===== src/rtl/updn_pkg.sv =====
package updn_pkg;

   // Action chosen for a slice at the next rising edge.
   typedef enum logic [1:0] {
      ACT_HOLD = 2'd0,
      ACT_LOAD = 2'd1,
      ACT_INC  = 2'd2,
      ACT_DEC  = 2'd3
   } updn_act_e;

   // Sampled control word shared by every slice.
   typedef struct packed {
      logic load_n;
      logic en_p_n;
      logic en_t_n;
      logic up;
   } updn_ctrl_t;

   // Load has priority, then counting, then hold.
   function automatic updn_act_e pick_action(input updn_ctrl_t c);
      if (!c.load_n)
         return ACT_LOAD;
      else if (!c.en_p_n && !c.en_t_n)
         return c.up ? ACT_INC : ACT_DEC;
      else
         return ACT_HOLD;
   endfunction

endpackage


===== src/rtl/updn_step.sv =====
module updn_step
   import updn_pkg::*;
#(
   parameter int WIDTH = 4
) (
   input  updn_ctrl_t       ctrl,
   input  logic [WIDTH-1:0] cur,
   input  logic [WIDTH-1:0] din,
   output logic [WIDTH-1:0] nxt
);

   localparam logic [WIDTH-1:0] ONE = WIDTH'(1);

   updn_act_e act;

   always_comb begin
      act = pick_action(ctrl);
      unique case (act)
         ACT_LOAD: nxt = din;
         ACT_INC:  nxt = cur + ONE;
         ACT_DEC:  nxt = cur - ONE;
         default:  nxt = cur;
      endcase
   end

endmodule


===== src/rtl/updn_term.sv =====
module updn_term #(
   parameter int WIDTH = 4
) (
   input  logic [WIDTH-1:0] cur,
   input  logic             en_t_n,
   input  logic             up,
   output logic             carry_n
);

   localparam logic [WIDTH-1:0] TOP_VAL = {WIDTH{1'b1}};
   localparam logic [WIDTH-1:0] BOT_VAL = '0;

   logic at_top;
   logic at_bot;

   assign at_top  = (cur == TOP_VAL);
   assign at_bot  = (cur == BOT_VAL);
   assign carry_n = ~(~en_t_n & (up ? at_top : at_bot));

endmodule


===== src/rtl/updn_slice.sv =====
module updn_slice
   import updn_pkg::*;
#(
   parameter int WIDTH = 4
) (
   input  logic             clk,
   input  logic             rst_n,
   input  updn_ctrl_t       ctrl,
   input  logic [WIDTH-1:0] din,
   output logic [WIDTH-1:0] q,
   output logic             carry_n
);

   localparam logic [WIDTH-1:0] ONE = WIDTH'(1);

   logic [WIDTH-1:0] cnt;
   logic [WIDTH-1:0] cnt_nxt;

   updn_step #(.WIDTH(WIDTH)) u_step (
      .ctrl (ctrl),
      .cur  (cnt),
      .din  (din),
      .nxt  (cnt_nxt)
   );

   updn_term #(.WIDTH(WIDTH)) u_term (
      .cur     (cnt),
      .en_t_n  (ctrl.en_t_n),
      .up      (ctrl.up),
      .carry_n (carry_n)
   );

   always_ff @(posedge clk or negedge rst_n) begin
      if (!rst_n)
         cnt <= '0;
      else
         cnt <= cnt_nxt;
   end

   assign q = cnt;

   // load lands the data regardless of the enables
   p_load_r2: assert property (@(posedge clk) disable iff (!rst_n)
      !ctrl.load_n |=> q == $past(din))
      else $error("slice load not taken");

   // hold when either enable is high
   p_hold_r3: assert property (@(posedge clk) disable iff (!rst_n)
      (ctrl.load_n && (ctrl.en_p_n || ctrl.en_t_n)) |=> $stable(q))
      else $error("slice moved while disabled");

   // increment with wrap
   p_inc_r4: assert property (@(posedge clk) disable iff (!rst_n)
      (ctrl.load_n && !ctrl.en_p_n && !ctrl.en_t_n && ctrl.up)
         |=> q == $past(q) + ONE)
      else $error("slice increment wrong");

   // decrement with wrap
   p_dec_r5: assert property (@(posedge clk) disable iff (!rst_n)
      (ctrl.load_n && !ctrl.en_p_n && !ctrl.en_t_n && !ctrl.up)
         |=> q == $past(q) - ONE)
      else $error("slice decrement wrong");

   // carry is blocked by the feed-forward enable
   p_carry_gate_r6: assert property (@(posedge clk) disable iff (!rst_n)
      ctrl.en_t_n |-> carry_n)
      else $error("carry active while feed-forward enable high");

endmodule


===== src/rtl/updn_cascade.sv =====
module updn_cascade
   import updn_pkg::*;
#(
   parameter int STAGES = 3,
   parameter int WIDTH  = 4
) (
   input  logic                      clk,
   input  logic                      rst_n,
   input  logic                      load_n,
   input  logic                      en_p_n,
   input  logic                      en_t_n,
   input  logic                      up,
   input  logic [STAGES*WIDTH-1:0]   din,
   output logic [STAGES*WIDTH-1:0]   q,
   output logic                      carry_n
);

   localparam int TOTAL = STAGES * WIDTH;
   localparam logic [TOTAL-1:0] ONE_W = TOTAL'(1);
   localparam logic [TOTAL-1:0] ALL1  = {TOTAL{1'b1}};

   if (STAGES < 1) begin : g_bad_stages
      $error("updn_cascade: STAGES must be at least 1");
   end
   if (WIDTH < 1) begin : g_bad_width
      $error("updn_cascade: WIDTH must be at least 1");
   end

   // t_chain[k] is the feed-forward enable of slice k; t_chain[k+1] is its carry.
   logic [STAGES:0] t_chain;
   assign t_chain[0] = en_t_n;

   for (genvar k = 0; k < STAGES; k++) begin : g_slice
      updn_ctrl_t ctrl_k;

      if (k == 0) begin : g_head
         assign ctrl_k = '{load_n: load_n, en_p_n: en_p_n,
                           en_t_n: en_t_n, up: up};
      end else begin : g_link
         assign ctrl_k = '{load_n: load_n, en_p_n: en_p_n,
                           en_t_n: t_chain[k], up: up};
      end

      updn_slice #(.WIDTH(WIDTH)) u_slice (
         .clk     (clk),
         .rst_n   (rst_n),
         .ctrl    (ctrl_k),
         .din     (din[k*WIDTH +: WIDTH]),
         .q       (q[k*WIDTH +: WIDTH]),
         .carry_n (t_chain[k+1])
      );
   end

   assign carry_n = t_chain[STAGES];

   // whole chain increments as one wide counter
   p_chain_inc_r8: assert property (@(posedge clk) disable iff (!rst_n)
      (load_n && !en_p_n && !en_t_n && up) |=> q == $past(q) + ONE_W)
      else $error("chain increment wrong");

   // whole chain decrements as one wide counter
   p_chain_dec_r8: assert property (@(posedge clk) disable iff (!rst_n)
      (load_n && !en_p_n && !en_t_n && !up) |=> q == $past(q) - ONE_W)
      else $error("chain decrement wrong");

   // shared hold enable freezes every slice
   p_chain_hold_r8: assert property (@(posedge clk) disable iff (!rst_n)
      (load_n && en_p_n) |=> $stable(q))
      else $error("chain moved with hold enable high");

   // terminal count going up drives the carry low
   p_term_up_r7: assert property (@(posedge clk) disable iff (!rst_n)
      (!en_t_n && up && q == ALL1) |-> !carry_n)
      else $error("missing up terminal carry");

   // terminal count going down drives the carry low
   p_term_dn_r7: assert property (@(posedge clk) disable iff (!rst_n)
      (!en_t_n && !up && q == '0) |-> !carry_n)
      else $error("missing down terminal carry");

endmodule


===== config.mk =====
export PLATFORM = sky130hd
export DESIGN_NAME = updn_cascade
export DESIGN_NICKNAME = d
export VERILOG_FILES = /design/src/rtl/updn_pkg.sv /design/src/rtl/updn_step.sv /design/src/rtl/updn_term.sv /design/src/rtl/updn_slice.sv /design/src/rtl/updn_cascade.sv
export SDC_FILE = /design/constraint.sdc
export NUM_CORES = 1
export LEC_CHECK = 0
export CORE_MARGIN = 4
export CORE_UTILIZATION = 30
export DETAILED_ROUTE_END_ITERATION = 7
export DONT_BUFFER_PORTS = 1
export PLACE_DENSITY = 0.42
export SLEW_MARGIN = 0
export SYNTH_ARGS = -nofsm -noshare
export SYNTH_HDL_FRONTEND = slang
export SYNTH_HIERARCHICAL = 1
export SYNTH_SLANG_ARGS = --single-unit

===== constraint.sdc =====
create_clock -name clk -period 2.9 [get_ports clk]
set_input_delay 0.29 -clock clk [delete_from_list [all_inputs] [get_ports clk]]
set_output_delay 0.29 -clock clk [all_outputs]
set_load 0.1 [all_outputs]

Yosys cells after proc, flatten, opt, wreduce, memory -nomap -nowiden
Cells that the tools add are included.
- flip-flop bits (word level): 12
- bits in latches: 0
- RAM bits: 0
- memory bits (read-only): 0
- bits of input ports: 18
- word-level logic and storage cells: 50
- memories kept: 0
- add/sub/neg operators: 6
- multipliers: 0
- div/mod/pow operators: 0
- magnitude comparators: 0
- eq/ne operators: 12
- shift operators: 0
- muxes and demuxes: 13
- bitwise operators: 5
- reduce and logical (&&, ||, !) cells: 11
- operator list (kind ; number):
    4-bit case mux with 3 select lines ; 3
    4-bit by 1-bit adder with 4-bit output, second input constant ; 3
    2-bit equality test, second input constant ; 6
    4-bit equality test, second input constant ; 3
    4-bit logical NOT ; 3
    2-bit 2-to-1 mux ; 6
    4-bit by 1-bit subtractor with 4-bit output, second input constant ; 3
    3-bit nonzero test ; 3
    2-bit by 1-bit equality test with 1-bit output, second input constant ; 3
    1-bit 2-to-1 mux ; 4
    1-bit AND ; 3
    1-bit logical AND ; 3
    1-bit logical NOT ; 2
    1-bit NOT ; 2

Depth between registers and ports, before layout
Gate-level depths: netlist of the first run.
- word-level depth: 9
- depth in mapped cells: 11
- mapped depth without buffers: 11

Hierarchy
Netlist of the first run, hierarchy kept.
- by module, submodules not included (module ; instances ; cells an instance ; area each (sq um) ; sequential area each (sq um)):
    updn_step ; 3 ; 34 ; 216.5 ; 0.0
    updn_slice ; 3 ; 4 ; 100.1 ; 100.1
    updn_term ; 3 ; 5 ; 38.8 ; 0.0

Worst setup path after synthesis of the first run
Ideal clock, no wire load.
- path type: register -> output
- start point: reg g_slice[0].u_slice.cnt[1]
- end point: out carry_n
- data arrival time: 3513 ps
- data required time: 2610 ps
- setup slack: -903 ps
- cell stages (with the launch flop): 7
- path buffers: 0
- path through: dfrtp_1 nor4_2 a22oi_1 nor2_1 a22oi_1 nor2_1 a22oi_1
- word-level cells in the longest chain between the ends: 6
- elaborated cells between the ends (all ways): 7
- classes of those cells: eq/ne (1); mux (1); bitwise (4); reduce/logical (1)
- ends and longest elaborated chain (item ; line ; text):
    start, declared ; updn_slice.sv:16 ; logic [WIDTH-1:0] cnt;
    start signal, assigned ; updn_slice.sv:37 ; cnt <= cnt_nxt;
    4-bit equality test / 4-bit logical NOT (equally long branches) ; updn_term.sv:16, updn_term.sv:17 ;
    1-bit 2-to-1 mux (*) ; updn_term.sv:18 ; assign carry_n = ~(~en_t_n & (up ? at_top : at_bot));
    1-bit AND (*) (3 in a row) ; updn_term.sv:18 ;
    1-bit NOT (*) ; updn_term.sv:18 ;
    end, declared ; updn_cascade.sv:15 ; output logic carry_n
Every way passes the cells marked *; elsewhere a longest branch is shown, timed or not.

Final worst setup path of the first run
- start point: reg g_slice[0].u_slice.cnt[1]
- end point: reg g_slice[2].u_slice.cnt[2]
- word-level cells in the longest chain between the ends: 9
- elaborated cells between the ends (all ways): 13
- classes of those cells: eq/ne (4); mux (4); bitwise (2); reduce/logical (3)
- ends and longest elaborated chain (item ; line ; text):
    4-bit equality test / 4-bit logical NOT (equally long branches) ; updn_term.sv:16, updn_term.sv:17 ;
    1-bit 2-to-1 mux (*) ; updn_term.sv:18 ;
    1-bit AND (*) (2 in a row) ; updn_term.sv:18 ;
    1-bit logical AND (*) ; updn_pkg.sv:23 ; else if (!c.en_p_n && !c.en_t_n)
    2-bit 2-to-1 mux (*) ; updn_pkg.sv:23 ;
    2-bit 2-to-1 mux (*) ; updn_pkg.sv:21 ; if (!c.load_n)
    2-bit equality test / 2-bit by 1-bit equality test with 1-bit output (equally long branches) ; updn_step.sv:18 ; unique case (act)
    4-bit case mux with 3 select lines (*) ; updn_step.sv:18 ;
    net g_slice[2].u_slice.cnt_nxt[2] ; updn_slice.sv:17 ; logic [WIDTH-1:0] cnt_nxt;
    end signal, assigned ; updn_slice.sv:37 ;
    end, declared ; updn_slice.sv:16 ;
The timed path passes the listed nets; every way through them passes the cells marked *.
A chain may end at the register's enable or synchronous reset.

==> impl_metrics.tcl, run 1 <==
set metrics [dict create \
    status "finished clean" \
    drt-vias-per-instance 5.13 \
    synth_top_area_share_pct 28.2 \
    grt_overflow 0 \
    maxSlewHeadroom_pct 60.0 \
    placementRows 21 \
    largest_reg_flops 12 \
    clk_latency_ns 0.27 \
    synthesis.area_mm2 0.00107 \
    num-fill-cells 364 \
    regToRegEndpoint "g_slice[2].u_slice/q[2]$_DFF_PN0_" \
    dp_slack_ns 0.219 \
    start_util_pct 31.5 \
    grt_max_degree 31 \
    cp_max_fo 4 \
    cp-end-kind "flop" \
    place_area_mm2 0.00124 \
    dieArea_mm2 0.00457 \
    hp-class "input pin to flop" \
    cts.clk_slew.worst_paths_ns 0.08 \
    worst_path_max_delay_cell "or4b_4" \
    start_kind "flop" \
    antenna_left 0 \
    diodes 0 \
    clockRootBuffer "clkbuf_4" \
    nNetsFinal 171 \
    clock_power_share_pct 17.3 \
    vias 985 \
    crit_family "simple AND/OR/NAND/NOR gates" \
    design_area_mm2 0.00128 \
    drt_wl_total_um 2670 \
    postLayoutSetupSlackWorst_ns 0.234 \
    slew_violations 0 \
    synth-async-reset-ratio_pct 100 \
    cts_tree "built" \
    critical_path_class "flop to flop" \
    track_usage_pct 13.1 \
    io_pins 31 \
    ys_seq_area_share_pct 28.2 \
    crit_start "g_slice[0].u_slice/q[1]$_DFF_PN0_" \
    setup_viol 0 \
    worst_path_most_repeated_cell "a22oi_1" \
    yosys_register_bits 12 \
    drt-initial-drc-count 44 \
    ys_warn_count 6 \
    cp.required_ns 3.06 \
    whs_ns 0.0997 \
    crit_end "g_slice[2].u_slice/q[2]$_DFF_PN0_" \
    fin_setup_tns_ns 0 \
    drc_errors 0 \
    reg2reg_slack_ns 0.23 \
    intPower_mw 0.327 \
    total_power_mw 0.643 \
    antenna_found_initial 0 \
    clockBufferDepth 2 \
    yosys-top-cells-count "nor2_1 (18), a21oi_1 (15), dfrtp_1 (12)" \
    r2r-start "g_slice[0].u_slice/q[1]$_DFF_PN0_" \
    seq_area_um2 320 \
    finalHoldViolations 0 \
    gp_congestion 0.840 \
    path_cells "nor4_2 -> a22oi_1 -> nor2b_1 -> a22oi_1 -> or4b_4 -> inv_1 -> ha_1 -> or3_1 -> nand3_1 -> a31oi_1" \
    fmax_mhz 375 \
    area_growth_pct 20.3 \
    grt_pass1_vias 1022 \
    finalCritPeriodShare_pct 91.9 \
    yosysMostFrequentCell "nor2_1" \
    htree_levels 1 \
    multi_input_area_um2 709 \
    wl_per_cell_um 13.9 \
    max_slew.worst_pin.slew_ns 0.598 \
    maxCapViolCount 0 \
    cp.depth 10 \
    drive_above_1_share_pct 25.3 \
    worst-path-buf-inv 1 \
    dr.pass1.iters 4 \
    netlist-cell-type-count 22 \
    hpwl_um 2050 \
    cts_sinks 12 \
    numCtsBuffers 3 \
    cp.arrival_ns 2.82 \
    power_per_cell_area_mw_per_mm2 501 \
    core_area_mm2 0.00339 \
    synth_edf_count 0 \
    ir_drop_mv 0.192 \
    p_switching_mw 0.316 \
    critPathMaxStageDelay_ns 0.56 \
    p_comb_share_pct 49.2 \
    yosysTopAreaCell "dfrtp_1" \
    power_frac_seq_pct 33.5 \
    fp.dieH_um 67.6 \
    finClkSkew_ns 0.000538 \
    placement.io_buffers 0 \
    avgSynthCellArea_um2 8.26 \
    syn_nets 153 \
    die_w_um 67.6 \
    grt_first_pass_wirelength_um 4540 \
    switching_share_pct 49.1 \
    ys_top_cells_by_area "dfrtp_1 (28%), a21oi_1 (7.0%), ha_1 (7.0%)" \
    post_cts_buffers 0 \
    synth-main-ff-cell "dfrtp_1" \
    r2r_cells 10 \
    rsz0062_at_grt "no" \
    postSynthCellCount 129 \
    period_needed_ns 2.67 \
    p_leak_nw 0.482 \
]
## worst register-to-register path, cell delays in order (launching register included)
cell and delay (ns):
dfrtp_4 0.48, nor4_2 0.26, a22oi_1 0.15, nor2b_1 0.13, a22oi_1 0.10, or4b_4 0.56, inv_1 0.10, ha_1 0.26
or3_1 0.35, nand3_1 0.09, a31oi_1 0.08
## layout make-up
type                       count  area share (%)
multi-input combinational    105            55.3
sequential                    12            25.0
timing repair buffer          16            10.5
tap                           46            4.49
inverter                       9            2.63
clock buffer                   4            2.05
## cells by family (layout without fill, tap and decap cells)
family,count (synthesis),in the layout,share of synthesized area [%]
AO/OA/AOI/OAI,39,39,21.1
adder cells (fa/ha/maj),6,6,7.04
AND/OR/NAND/NOR,51,51,29.6
flip-flops,12,12,28.2
buffers and inverters,12,29,6.34
XOR/XNOR,6,6,4.93
multiplexers,3,3,2.82
## power groups by stage
stage	logic [mW]	clock network, mW	registers [mW]
floorplan	0.0924	0	0.385
global placement	0.310	0	0.219
detailed placement	0.314	0	0.219
CTS	0.319	0.119	0.215
global route	0.340	0.134	0.220
finish	0.316	0.111	0.215
## cells in the final DEF, fill, tap and decap left out, drive strengths merged, types with 4 or more instances in the layout
cell type / netlist / layout
nor2: 21 / 21
a21oi: 15 / 15
buf: 3 / 15
dfrtp: 12 / 12
inv: 9 / 9
o21ai: 9 / 9
a31oi: 9 / 9
nor2b: 6 / 6
xnor2: 6 / 6
ha: 6 / 6
nor4: 6 / 6
clkbuf: 0 / 4
## per-stage QoR
stage / cells / utilization (%)
after floorplan: 129 / -
after global placement: 187 / 36.6
after detailed placement: 187 / 36.6
after CTS: 192 / 37.7
after global routing: 192 / 37.8
final: 192 / 37.8
## routing by layer
layer / part of all wire [%] / GRT usage [%] / vias to the layer above / wire (um)
li1: - / - / 519 / -
met1: 46 / 15.8 / 438 / 1220
met2: 46 / 21.0 / 26 / 1230
met3: 7.7 / 4.66 / 2 / 205
met4: 0.49 / 4.81 / 0 / 13
met5: 0 / 0 / - / 0
## repair_timing
item	in CTS	in global routing
setup endpoints to repair	0	1
gates resized for setup	0	1
hold endpoints to repair	12	0
hold buffers	1	0
## worst min-delay path by stage
stage	startpoint	to	slack [ns]	cells after the start
3_5_place_dp	rst_n	g_slice[0].u_slice/q[3]$_DFF_PN0_	-0.005	0
6_report	load_n	g_slice[0].u_slice/q[0]$_DFF_PN0_	0.1	1
3_3_place_gp	rst_n	g_slice[0].u_slice/q[3]$_DFF_PN0_	-0.005	0
4_1_cts	load_n	g_slice[0].u_slice/q[0]$_DFF_PN0_	0.08	1
5_1_grt	load_n	g_slice[1].u_slice/q[0]$_DFF_PN0_	0.06	1
2_1_floorplan	rst_n	g_slice[1].u_slice/q[0]$_DFF_PN0_	-0.006	0
Power figures use the tool's default switching activity.
==> run 2: changes to the inputs <==
--- a/config.mk
+++ b/config.mk
@@ -5,6 +5,7 @@
 export SDC_FILE = /design/constraint.sdc
 export NUM_CORES = 1
 export LEC_CHECK = 0
+export ABC_AREA = 0
 export CORE_MARGIN = 4
 export CORE_UTILIZATION = 30
 export DETAILED_ROUTE_END_ITERATION = 7
==> results of run 2 <==
No change in the layout: final DEF, timing and power equal those of run 1.
